File: config.mk
export PLATFORM = sky130hd
export DESIGN_NAME = tdm_deser
export DESIGN_NICKNAME = d
export VERILOG_FILES = /design/src/rtl/tdm_deser_pkg.sv /design/src/rtl/tdm_frame_ctl.sv /design/src/rtl/tdm_slot_capture.sv /design/src/rtl/tdm_deser.sv
export SDC_FILE = /design/constraint.sdc
export NUM_CORES = 1
export LEC_CHECK = 0
export ABC_AREA = 1
export BUFFER_PORTS_ARGS = -buffer_cell sky130_fd_sc_hd__buf_2
export CAP_MARGIN = 5
export CORE_ASPECT_RATIO = 1.2
export CORE_UTILIZATION = 47
export DETAILED_ROUTE_END_ITERATION = 10
export GPL_TIMING_DRIVEN = 0
export PLACE_DENSITY_LB_ADDON = 0.2
export SLEW_MARGIN = 30
export SYNTH_ARGS = -nofsm -noshare
export SYNTH_HDL_FRONTEND = slang
export SYNTH_SLANG_ARGS = --single-unit
File: constraint.sdc
create_clock -name clk_bit -period 2.9 [get_ports clk_bit]
set_input_delay 0.58 -clock clk_bit [delete_from_list [all_inputs] [get_ports clk_bit]]
set_output_delay 0.58 -clock clk_bit [all_outputs]
set_load 0.1 [all_outputs]
File: src/rtl/tdm_deser_pkg.sv
package tdm_deser_pkg;

  // Slot index (inside one data line) that carries channel ch.
  function automatic int chan_slot(input int ch, input int nch, input logic m128);
    return m128 ? (ch % (nch / 2)) : ch;
  endfunction

  // Data line that carries channel ch.
  function automatic int chan_line(input int ch, input int nch, input logic m128);
    return (m128 && ch >= nch / 2) ? 1 : 0;
  endfunction

  // Index of the last bit in a frame, for the given framing.
  function automatic int frame_last_bit(input int len_full, input logic m128);
    return m128 ? (len_full / 2 - 1) : (len_full - 1);
  endfunction

endpackage

File: src/rtl/tdm_frame_ctl.sv
module tdm_frame_ctl
  import tdm_deser_pkg::*;
#(
  parameter int LEN_FULL = 256,
  parameter int CW       = 9
) (
  input  logic          clk,
  input  logic          rst_n,
  input  logic          en,
  input  logic          mode128,
  input  logic          fsync,
  output logic [CW-1:0] cnt,
  output logic          mode_q,
  output logic          cap_en,
  output logic          frame_start,
  output logic          frame_done
);

  localparam logic [CW-1:0] LAST256 = CW'(frame_last_bit(LEN_FULL, 1'b0));
  localparam logic [CW-1:0] LAST128 = CW'(frame_last_bit(LEN_FULL, 1'b1));

  logic          fs_q;
  logic          active;
  logic [CW-1:0] last_bit;

  assign frame_start = fsync & ~fs_q;
  assign last_bit    = mode_q ? LAST128 : LAST256;
  assign cap_en      = en & active;
  assign frame_done  = en & active & frame_start & (cnt == last_bit);

  always_ff @(posedge clk or negedge rst_n) begin
    if (!rst_n) begin
      fs_q   <= 1'b0;
      active <= 1'b0;
      cnt    <= '0;
      mode_q <= 1'b0;
    end else begin
      fs_q <= fsync;
      if (!en) begin
        active <= 1'b0;
        cnt    <= '0;
      end else if (frame_start) begin
        active <= 1'b1;
        cnt    <= '0;
        mode_q <= mode128;
      end else if (active && cnt != '1) begin
        cnt <= cnt + 1'b1;
      end
    end
  end


  start_clears_cnt_chk: assert property (@(posedge clk) disable iff (!rst_n)
    (en && frame_start) |=> (cnt == '0));


  cnt_step_chk: assert property (@(posedge clk) disable iff (!rst_n)
    (en && active && !frame_start && cnt != '1) |=> (cnt == $past(cnt) + 1'b1));


  mode_hold_chk: assert property (@(posedge clk) disable iff (!rst_n)
    !frame_start |=> $stable(mode_q));

endmodule

File: src/rtl/tdm_slot_capture.sv
module tdm_slot_capture
  import tdm_deser_pkg::*;
#(
  parameter int NCH   = 8,
  parameter int SW    = 24,
  parameter int SLOTW = 32,
  parameter int CW    = 9
) (
  input  logic              clk,
  input  logic              rst_n,
  input  logic              cap_en,
  input  logic              mode_q,
  input  logic [CW-1:0]     cnt,
  input  logic [1:0]        sdin,
  output logic [NCH*SW-1:0] asm_data
);

  localparam int SBW = $clog2(SLOTW);
  localparam int SLW = CW - SBW;

  logic [SLW-1:0] cur_slot;
  logic [SBW-1:0] cur_bit;
  logic           data_bit;

  assign cur_slot = cnt[CW-1:SBW];
  assign cur_bit  = cnt[SBW-1:0];
  assign data_bit = (cur_bit < SBW'(SW));

  for (genvar c = 0; c < NCH; c++) begin : g_ch
    logic [SW-1:0] shreg;
    logic          hit;
    logic          din;

    assign hit = cap_en && data_bit &&
                 (cur_slot == SLW'(chan_slot(c, NCH, mode_q)));
    assign din = sdin[chan_line(c, NCH, mode_q)];

    always_ff @(posedge clk or negedge rst_n) begin
      if (!rst_n) shreg <= '0;
      else if (hit) shreg <= {shreg[SW-2:0], din};
    end

    assign asm_data[c*SW +: SW] = shreg;
  end

endmodule

File: src/rtl/tdm_deser.sv
module tdm_deser #(
  parameter int NCH   = 8,
  parameter int SW    = 24,
  parameter int SLOTW = 32
) (
  input  logic              clk_bit,
  input  logic              rst_n,
  input  logic              tdm_en,
  input  logic              mode128,
  input  logic              fsync,
  input  logic [1:0]        sdin,
  output logic              smp_valid,
  output logic [NCH*SW-1:0] smp_data
);

  localparam int LEN_FULL = NCH * SLOTW;
  localparam int CW       = $clog2(LEN_FULL) + 1;

  logic [CW-1:0]     cnt;
  logic              mode_q;
  logic              cap_en;
  logic              frame_start;
  logic              frame_done;
  logic [NCH*SW-1:0] asm_data;

  tdm_frame_ctl #(.LEN_FULL(LEN_FULL), .CW(CW)) u_ctl (
    .clk         (clk_bit),
    .rst_n       (rst_n),
    .en          (tdm_en),
    .mode128     (mode128),
    .fsync       (fsync),
    .cnt         (cnt),
    .mode_q      (mode_q),
    .cap_en      (cap_en),
    .frame_start (frame_start),
    .frame_done  (frame_done)
  );

  tdm_slot_capture #(.NCH(NCH), .SW(SW), .SLOTW(SLOTW), .CW(CW)) u_cap (
    .clk      (clk_bit),
    .rst_n    (rst_n),
    .cap_en   (cap_en),
    .mode_q   (mode_q),
    .cnt      (cnt),
    .sdin     (sdin),
    .asm_data (asm_data)
  );

  always_ff @(posedge clk_bit or negedge rst_n) begin
    if (!rst_n) begin
      smp_valid <= 1'b0;
      smp_data  <= '0;
    end else begin
      smp_valid <= frame_done;
      if (frame_done) smp_data <= asm_data;
    end
  end


  valid_after_start_chk: assert property (@(posedge clk_bit) disable iff (!rst_n)
    smp_valid |-> $past(frame_start));


  valid_single_chk: assert property (@(posedge clk_bit) disable iff (!rst_n)
    smp_valid |=> !smp_valid);


  data_hold_chk: assert property (@(posedge clk_bit) disable iff (!rst_n)
    !smp_valid |-> $stable(smp_data));


  idle_no_valid_chk: assert property (@(posedge clk_bit) disable iff (!rst_n)
    !tdm_en |=> !smp_valid);

endmodule

# Word level (Yosys, flattened, before mapping)
# Cells that the tools add are included.
dict set report classes {
  addsub 1
  n_lt_le_gt_ge 2
  eq_ne 11
  muxes 14
  bitwise 5
  n_reduce_logical 12
}
# operator count
set ops {}
lappend ops {{$lt 32x3->1 const B} 1}
lappend ops {{$mux 9} 3}
lappend ops {{$eq 4x4->1} 4}
lappend ops {{$mux 3} 4}
lappend ops {{$logic_and 1x1->1} 10}
lappend ops {{$add 9x1->9 const B} 1}
lappend ops {{$eq 9x9->1} 1}
lappend ops {{$ne 9x9->1 const B} 1}
lappend ops {{$eq 4x2->1 const B} 2}
lappend ops {{$mux 8} 1}
lappend ops {{$mux 1} 6}
lappend ops {{$lt 5x5->1 const B} 1}
lappend ops {{$and 1x1->1} 4}
lappend ops {{$eq 4x1->1 const B} 1}
lappend ops {{$logic_not 4->1} 1}
lappend ops {{$ne 3x1->1 const B} 1}
lappend ops {{$ne 2x1->1 const B} 1}
lappend ops {{$reduce_and 2->1} 1}
lappend ops {{$not 1->1} 1}
dict set report totals {
  regBits 397
  output_inout_bits 193
}

# Logic depth before layout (Yosys ltp)
# Gate-level depths: netlist of run 1.
dict set report depth {
  word_depth 5
  ltp_mapped 14
  depth_no_buf 14
}

# Cells and area by module
# From an unflattened synthesis of run 1, not the netlist that was laid out.
dict set report unflattened {
  cells_unflattened 1749
  area_unflattened_um2 15564.9
}
# module instances cells_each area_each_um2 seq_area_each_um2
set modules_own_cells {}
lappend modules_own_cells {tdm_slot_capture 1 857 7719.9 4804.6}
lappend modules_own_cells {tdm_deser 1 812 7203.2 4829.6}
lappend modules_own_cells {tdm_frame_ctl 1 80 641.9 300.3}

# Worst setup path before layout of run 1
# OpenSTA, ideal clock, no wires.
dict set report synth_timing {
  path_kind {register to register}
  from {reg u_ctl.cnt[0]}
  to {reg u_ctl.cnt[4]}
  setup_time_ns 0.123
  t_arrival_ns 1.606
  required_ns 2.777
  setup_slack_ns 1.171
  path_stages_with_launch 13
  n_path_buf 0
  synth_period_minus_slack_ns 1.729
  path_cell_list {dfrtp_1 -> ha_1 -> nand2_1 -> nor2_1 -> nand2_1 -> nor2_1 -> ha_1 -> inv_1 -> nand2_1 -> inv_1 -> nand2_1 -> o21ai_0 -> a21oi_1}
}
dict set report synth_via {
  elab_chain_len 4
  word_cells_on_any_way 7
}
# element line_no
set synth_lines {}
lappend synth_lines {{from (decl)} tdm_frame_ctl.sv:12} ;# output logic [CW-1:0] cnt,
lappend synth_lines {{from (signal assigned)} tdm_frame_ctl.sv:47} ;# cnt <= cnt + 1'b1;
lappend synth_lines {{$add 9x1->9} tdm_frame_ctl.sv:47}
lappend synth_lines {{$mux 9} tdm_frame_ctl.sv:46} ;# end else if (active && cnt != '1) begin
lappend synth_lines {{$mux 9} tdm_frame_ctl.sv:42} ;# end else if (frame_start) begin
lappend synth_lines {{$mux 9} tdm_frame_ctl.sv:39} ;# if (!en) begin
# Several ways; a longest one is shown, not always the timed one. The select of a mux whose other input is x is not followed.
# A chain may end at the register's enable or synchronous reset.

# Worst setup path after layout of run 1
dict set report layout_timing {
  from {reg u_ctl.cnt[0]}
  to {reg u_ctl.cnt[7]}
}
# The elaborated chain is that of the path after synthesis.

==> results of run 1 <==
routing by layer:
layer	vias up	track usage [%]	wire length [um]
met1	5752	29.2	16000
met5	-	0	0
met4	0	6.43	791
li1	5983	-	-
met2	208	34.8	16900
met3	57	3.92	1490
registers in the layout (all words and copies together) (netlist names):
register,count
u_ctl.fs_q,1
smp_valid,1
u_ctl.mode_q,1
smp_data,192
u_cap.g_ch.shreg,192
u_ctl.cnt,9
u_ctl.active,1
worst max-delay path: cells and delay by family (launching register included):
kind	cells	cell delay, ps
simple gates	9	1130
flops	1	390
fa+ha+maj	2	340
buf+inv	2	80
report_power, final:
group	switching (mW)	internal, mW	total (mW)
Sequential	0.0561	5.61	5.67
Clock	2.13	3.13	5.26
Combinational	0.248	0.0881	0.336
Total	2.43	8.83	11.3
synthesized netlist by cell type, types with 3 or more instances:
cell type / number
buf_1: 3
nor2_1: 13
inv_2: 5
buf_6: 3
o21ai_0: 82
inv_1: 133
clkbuf_1: 19
dfrtp_1: 397
buf_2: 79
nand2_1: 693
nand4_1: 4
o21ai_1: 47
nand3_1: 247
a21oi_1: 5
kinds of logic (layout without fill, tap and decap cells):
| family | Yosys count | count (layout) | share of synthesized area [%] |
|---|---|---|---|
| compound gates | 134 | 134 | 4.28 |
| xor+xnor | 1 | 1 | 0.0559 |
| fa+ha+maj | 2 | 2 | 0.160 |
| buf+inv | 243 | 521 | 6.62 |
| flops | 397 | 397 | 63.4 |
| simple gates | 966 | 966 | 25.5 |
area by class of cell:
type / count / area (um^2) / share of cell area [%]
inverters: 138 / 518 / 2.76
repair buffers: 205 / 1150 / 6.15
clock buffers: 63 / 1280 / 6.84
plain buffers: 105 / 519 / 2.77
multi-input cells: 1103 / 4690 / 25.0
well taps: 444 / 556 / 2.96
flip-flops and latches: 397 / 9930 / 53.0
clock inverters: 10 / 90.1 / 0.481
final timing paths:
| kind | to | slack, ps | cells past startpoint |
|---|---|---|---|
| setup / recovery | u_ctl.cnt[7] | 860 | 13 |
| hold / removal | u_ctl.fs_q | 170 | 1 |
| setup reg to reg | u_ctl.cnt[7] | 860 | 13 |
| hold reg to reg | smp_data[82] | 460 | 2 |
| max in group asynchronous | smp_data[104] | 1280 | 4 |
| min in group asynchronous | u_cap.g_ch[0].shreg[7] | 520 | 2 |
per-stage QoR:
| step | power (mW) | setup WS (ps) | hold slack [ps] | utilization (%) |
|---|---|---|---|---|
| 6_report | 11.3 | 862 | 171 | 57.6 |
| 5_1_grt | 11.7 | 632 | 154 | 57.6 |
| 4_1_cts | 11.4 | 866 | 142 | 57.6 |
| 3_5_place_dp | 6.12 | 768 | 453 | 53.4 |
| 3_3_place_gp | 6.08 | -6500 | 450 | 52.9 |
| 2_1_floorplan | 5.91 | 1170 | 284 | - |
what timing repair did:
action	4_1_cts	5_1_grt
hold endpoints to repair	34	0
setup endpoints to repair	0	0
hold buffers	1	0
==> flow_metrics.tcl, run 1 <==
set metrics [dict create \
    status "completed" \
    finalNetCount 2000 \
    initial_utilization_pct 48.2 \
    ys_ff_latch 397 \
    grt.overflow.total 0 \
    yosysTopAreaCell "dfrtp_1" \
    hold_viol 0 \
    tightest_slew_ps 535 \
    mostFrequentLayoutCell "nand2_1" \
    startpoint "u_ctl.cnt[0]" \
    dr.pass1.iters 5 \
    cts_sinks 397 \
    ys_top_cells_by_area "dfrtp_1, nand2_1, nand3_1, inv_1, o21ai_0" \
    drc 0 \
    drive_gt1_share_pct 18.1 \
    worst_path_max_delay_cell "dfrtp_1" \
    antenna_found_initial 1 \
    die_h_um 202 \
    timing.fmax_mhz 491 \
    crit_arrival_ps 2470 \
    clock_path_buffers 3 \
    coreArea_um2 32500 \
    timing.final.crit_share_pct 70.3 \
    port_buffers 199 \
    cts_resized 0 \
    hpwl_um 24000 \
    cpPeakStageDelay_ps 390 \
    path_cells "ha_1 -> nand2_1 -> nor2_1 -> nand2_1 -> nor2_1 -> ha_1 -> inv_1 -> nand2_1 -> nand3_1 -> nand3_1 -> nand2_1 -> inv_1 -> nor2_1" \
    synth_cell_types 23 \
    synthFlopType "dfrtp_1" \
    placed_area_um2 17400 \
    ys_warn_count 0 \
    grt_pass1_vias 11900 \
    p_leak_nw 10.4 \
    wirelength_um 35100 \
    power_density_nw_per_um2 601 \
    dp_cells 2391 \
    cp.required_ps 3330 \
    n_fill_cell 2950 \
    die_w_um 169 \
    fin_area_um2 18700 \
    setup_viol 0 \
    cts_tree "done" \
    critPathMostFrequentCell "nand2_1" \
    grt_pass1_wl_um 59300 \
    routabilityCongestion 0.796 \
    ant_nets 0 \
    end_kind "flop" \
    cts_root_buf "clkbuf_16" \
    clock_latency_ps 540 \
    htree_levels 2 \
    worst-setup-path-type "flop to flop" \
    final_cell_mix "nand2_1, dfrtp_1, buf_2" \
    hold_start "fsync" \
    wire_per_inst_um 14.2 \
    ios 200 \
    post_cts_buffers 0 \
    postSynthAreaPerCell_um2 8.99 \
    rsz0062_at_grt "no" \
    ir_drop_v 0.000430 \
    syn_area_um2 15700 \
    syn_to_final_growth_pct 19.7 \
    relSlewSlack_pct 64.6 \
    viasPerCell 4.87 \
    fin_crit_ps 2040 \
    synth-async-reset-ratio_pct 100 \
    maxCapViolCount 0 \
    r2r_start "u_ctl.cnt[0]" \
    die_area_um2 34100 \
    setup-tns-final_ps 0 \
    clk_pin_slew_worst_paths_ps 60 \
    slew_viol_final 0 \
    synthCells 1743 \
    synth.top_cell.area_share_pct 63.4 \
    hold_path.class "input port to flop" \
    cts_buffers 41 \
    grt_max_degree 88 \
    vias 12000 \
    drtIter0Drc 779 \
    skew_ps 19.2 \
    finalNonFillerCells 2465 \
    cp_max_fo 8 \
    gr-usage-all-layers_pct 21.4 \
    start_kind "flop" \
    diodes 0 \
    syn_nets 1752 \
    synth_edf_count 0 \
    synth-seq-area-share_pct 63.4 \
    num_rows 72 \
]
(Power assumes the default switching activity.)
==> run 2, diff against run 1 <==
clock period = 1.8 ns   (was 2.9 ns; I/O delays follow)
==> run 2 against run 1 <==
Sequential cell count stayed put. Critical endpoint is now smp_data[170]. Hold slack worse by 90 ps. Design area is 1.9% higher. Largest cell class unchanged. Clock power is 61% higher. First-iteration DRC count is 4.1% higher.
==> flow_metrics.tcl, run 2 (synthesis gave the netlist of run 1 again) <==
set metrics [dict create \
    drive_gt1_share_pct 19.6 \
    clk_pin_slew_worst_paths_ps 60 \
    mostFrequentLayoutCell "nand2_1" \
    setup_slack_ps 54.2 \
    path_cells "buf_2" \
    slew_viol_final 0 \
    cts_buffers 41 \
    ios 200 \
    p_total_mw 18.2 \
    grt_pass1_vias 11900 \
    grt_pass1_wl_um 59500 \
    cts_sinks 397 \
    clock_path_buffers 3 \
    routabilityCongestion 0.796 \
    drc 0 \
    diodes 0 \
    antenna_found_initial 0 \
    initial_utilization_pct 48.2 \
    cts_root_buf "clkbuf_16" \
    final_cell_mix "nand2_1, dfrtp_1, nand3_1" \
    syn_to_final_growth_pct 22.0 \
    htree_levels 2 \
    die_area_um2 34100 \
    num_rows 72 \
    dp_slack_ps -211 \
    tightest_slew_ps 532 \
    cpPeakStageDelay_ps 450 \
    multiInputGateArea_um2 4790 \
    power_density_nw_per_um2 952 \
    cp_max_fo 2 \
    end_kind "output port" \
    vias 12100 \
    die_h_um 202 \
    drtIter0Drc 811 \
    crit_arrival_ps 1390 \
    wire_per_inst_um 14.4 \
    coreArea_um2 32500 \
    timing.fmax_mhz 573 \
    largest_registers "smp_data: 192 flops, u_cap.g_ch.shreg: 192 flops, u_ctl.cnt: 9 flops" \
    rsz0062_at_grt "yes" \
    hpwl_um 24000 \
    die_w_um 169 \
    finalNetCount 2014 \
    cts_tree "done" \
    ant_nets 0 \
    ir_drop_v 0.000694 \
    setup_viol 0 \
    status "completed" \
    relSlewSlack_pct 64.8 \
    crit_family "buffers and inverters" \
    p_leak_nw 10.5 \
    worst_path_max_delay_cell "buf_2" \
    clock_latency_ps 540 \
    hold_viol 0 \
    gr-usage-all-layers_pct 21.4 \
    path_buf_inv 1 \
    timing.final.crit_share_pct 97.0 \
    worst-setup-path-type "flop to output port" \
    seq_area_um2 9930 \
    n_fill_cell 2907 \
    maxCapViolCount 0 \
    start_kind "flop" \
    dr.pass1.iters 5 \
    grt_max_degree 88 \
    hold_path.class "input port to flop" \
    cp.required_ps 1440 \
    viasPerCell 4.88 \
    skew_ps 18.7 \
    wirelength_um 35600 \
    fin_crit_ps 1750 \
    port_buffers 199 \
    grt.overflow.total 0 \
]
==> run 2: power by group <==
group / internal [mW] / leakage (nW) / total (mW) / switching [mW]
clock: 5.05 / 0.670 / 8.48 / 3.44
combinational: 0.164 / 4.33 / 0.578 / 0.415
sequential: 9.04 / 5.53 / 9.13 / 0.0907
==> run 2: what timing repair did <==
action                                  4_1_cts  5_1_grt
hold buffers                                  2        0
endpoints found under the hold margin        35        0
gates resized for setup                      16       78
pin swaps                                     1       10
cloned                                        0        1
endpoints found under the setup margin      208      286
buffers inserted                              2       10
==> run 2: per-stage QoR <==
stage / util (%) / cell area [um^2] / hold slack (ps) / setup TNS [ps] / cells
2_1_floorplan: - / 15700 / 64.4 / 0 / 1743
3_3_place_gp: 52.9 / 17200 / 450 / -2923730 / 2386
3_5_place_dp: 53.4 / 17400 / 263 / -17750 / 2391
4_1_cts: 57.9 / 18800 / 59.6 / 0 / 2468
5_1_grt: 58.7 / 19100 / 93.4 / -448 / 2479
6_report: 58.7 / 19100 / 80.1 / 0 / 2479
==> run 2: per-layer routing <==
layer,global-route usage [%],routed length [um]
met4,6.43,770
met3,3.92,1550
met2,35.0,16900
met5,0,0
met1,29.3,16400
==> run 2: worst register-to-register path, cell delays in order, from the launching register on <==
cell,delay [ps]
dfrtp_1,400
ha_4,180
nand2_4,80
nor2_4,120
nand2_2,70
nor2_2,110
ha_2,180
inv_2,40
nand2_4,130
nand3_4,110
nand3_1,80
nand2_1,50
inv_1,50
nor2_1,40
==> run 2: final cells by class <==
cell class / count / share of cell area [%]
flip-flops and latches: 397 / 52.0
well taps: 444 / 2.91
inverters: 138 / 2.74
multi-input cells: 1103 / 25.1
repair buffers: 219 / 6.69
plain buffers: 105 / 3.39
clock buffers: 63 / 6.71
clock inverters: 10 / 0.472
==> run 2: worst paths after layout <==
check	depth (start not counted)	slack, ps	startpoint	endpoint
max	1	50	smp_data[170]	smp_data[170]
min	3	80	mode128	u_ctl.mode_q
max reg2reg	13	80	u_ctl.cnt[1]	u_ctl.cnt[7]
min reg2reg	2	460	smp_data[111]	smp_data[111]
max in group asynchronous	4	400	rst_n	u_cap.g_ch[4].shreg[11]
min in group asynchronous	2	300	rst_n	u_cap.g_ch[0].shreg[7]
==> run 3, diff against run 2 <==
clock period = 2 ns   (was 1.8 ns; I/O delays follow)
==> run 3 against run 2 <==
Core utilization shrank 0.92 points. Sequential share of layout area increased by 0.83 points. Final cell count is 0.52% lower. First-iteration DRC count fell by 3.5%. Largest cell class unchanged.
==> flow_metrics.tcl, run 3 (synthesis gave the netlist of run 1 again) <==
set metrics [dict create \
    clk_pin_slew_worst_paths_ps 60 \
    die_area_um2 34100 \
    drtIter0Drc 783 \
    grt_pass1_wl_um 59300 \
    dr.pass1.iters 5 \
    crit_arrival_ps 2380 \
    routabilityCongestion 0.796 \
    hold_start "mode128" \
    clock_latency_ps 540 \
    end_kind "flop" \
    grt_pass1_vias 11900 \
    start_kind "input port" \
    die_h_um 202 \
    hpwl_um 24000 \
    coreArea_um2 32500 \
    diodes 0 \
    timing.final.crit_share_pct 95.6 \
    syn_to_final_growth_pct 20.0 \
    rsz0062_at_grt "yes" \
    drc 0 \
    gr-usage-all-layers_pct 21.4 \
    final_cell_mix "nand2_1, dfrtp_1, buf_2" \
    initial_utilization_pct 48.2 \
    r2r_setup_slack_ps 160 \
    hold_path.class "input port to flop" \
    wire_per_inst_um 14.3 \
    antenna_found_initial 1 \
    final_core_util_pct 57.8 \
    skew_ps 19.2 \
    r2r_start "u_ctl.cnt[0]" \
    vias 12000 \
    setup_viol 0 \
    htree_levels 2 \
    worst-setup-path-type "input port to flop" \
    cp.required_ps 2470 \
    wirelength_um 35200 \
    status "completed" \
    ant_nets 0 \
    cp_max_fo 10 \
    relSlewSlack_pct 64.5 \
    tightest_slew_ps 536 \
    num_rows 72 \
    slew_viol_final 0 \
    p_leak_nw 10.4 \
    fin_crit_ps 1910 \
    drive_gt1_share_pct 18.4 \
    power_density_nw_per_um2 869 \
    ios 200 \
    maxCapViolCount 0 \
    cts_buffers 41 \
    viasPerCell 4.86 \
    hold_viol 0 \
    ir_drop_v 0.000624 \
    startpoint "fsync" \
    die_w_um 169 \
    post_cts_buffers 0 \
    finalNetCount 2001 \
    p_total_mw 16.3 \
    mostFrequentLayoutCell "nand2_1" \
    cts_sinks 397 \
    grt.overflow.total 0 \
    timing.fmax_mhz 523 \
    cts_root_buf "clkbuf_16" \
    clock_path_buffers 3 \
    grt_max_degree 88 \
    cts_tree "done" \
    port_buffers 199 \
    largest_registers "smp_data: 192 flops, u_cap.g_ch.shreg: 192 flops, u_ctl.cnt: 9 flops" \
]
run 3: through the flow:
stage | setup TNS, ps | cell area [um^2] | hold slack (ps) | std cells | setup slack, ps
floorplan | 0 | 15700 | 104 | 1743 | 271
global placement | -2849060 | 17200 | 450 | 2386 | -7220
detailed placement | -16.4 | 17400 | 303 | 2391 | -11.0
CTS | 0 | 18800 | 99.6 | 2466 | 15.9
global route | -141 | 18800 | 133 | 2466 | -20.3
finish | 0 | 18800 | 124 | 2466 | 87.1
run 3: worst max-delay path, stage by stage:
cell and delay [ps]:
dlygate4sd3_1 560, buf_2 130, nand2_1 120, inv_1 100, nand2_1 80, nor2_2 220, buf_4 260, buf_2 250
nand3_1 160, nand2_1 100
run 3: path summary, 6_finish.rpt:
path,to,cells after the start
setup / recovery,smp_data[41],10
min in group asynchronous,u_cap.g_ch[0].shreg[7],2
hold reg to reg,smp_data[82],2
max in group asynchronous,smp_data[104],4
hold / removal,u_ctl.mode_q,3
setup reg to reg,smp_data[41],7
run 3: layer usage:
| layer | wire [um] | share of wire [%] | GRT usage, % | vias up |
|---|---|---|---|---|
| met5 | 0 | 0 | 0 | - |
| met4 | 792 | 2.3 | 6.43 | 0 |
| met3 | 1510 | 4.3 | 3.92 | 57 |
| met2 | 16900 | 48 | 34.8 | 214 |
| met1 | 16000 | 46 | 29.2 | 5744 |
| li1 | - | - | - | 5980 |
run 3: what timing repair did:
action | in CTS | in global routing
pin swaps | 0 | 0
setup endpoints to repair | 2 | 185
resized for setup | 1 | 19
hold buffers | 2 | 0
endpoints found under the hold margin | 35 | 0
run 3: cell type report:
class | instances | area [um^2]
inverter | 138 | 518
clock buffer | 63 | 1280
sequential | 397 | 9930
timing repair buffer | 206 | 1160
clock inverter | 10 | 90.1
multi-input combinational | 1103 | 4720
fill | 2942 | 13700
tap | 444 | 556
buffer | 105 | 537
run 3: power by group:
| group | switching [mW] | internal, mW | total (mW) |
|---|---|---|---|
| Combinational | 0.363 | 0.131 | 0.494 |
| Clock | 3.08 | 4.54 | 7.62 |
| Sequential | 0.0825 | 8.14 | 8.22 |
| Total | 3.53 | 12.8 | 16.3 |
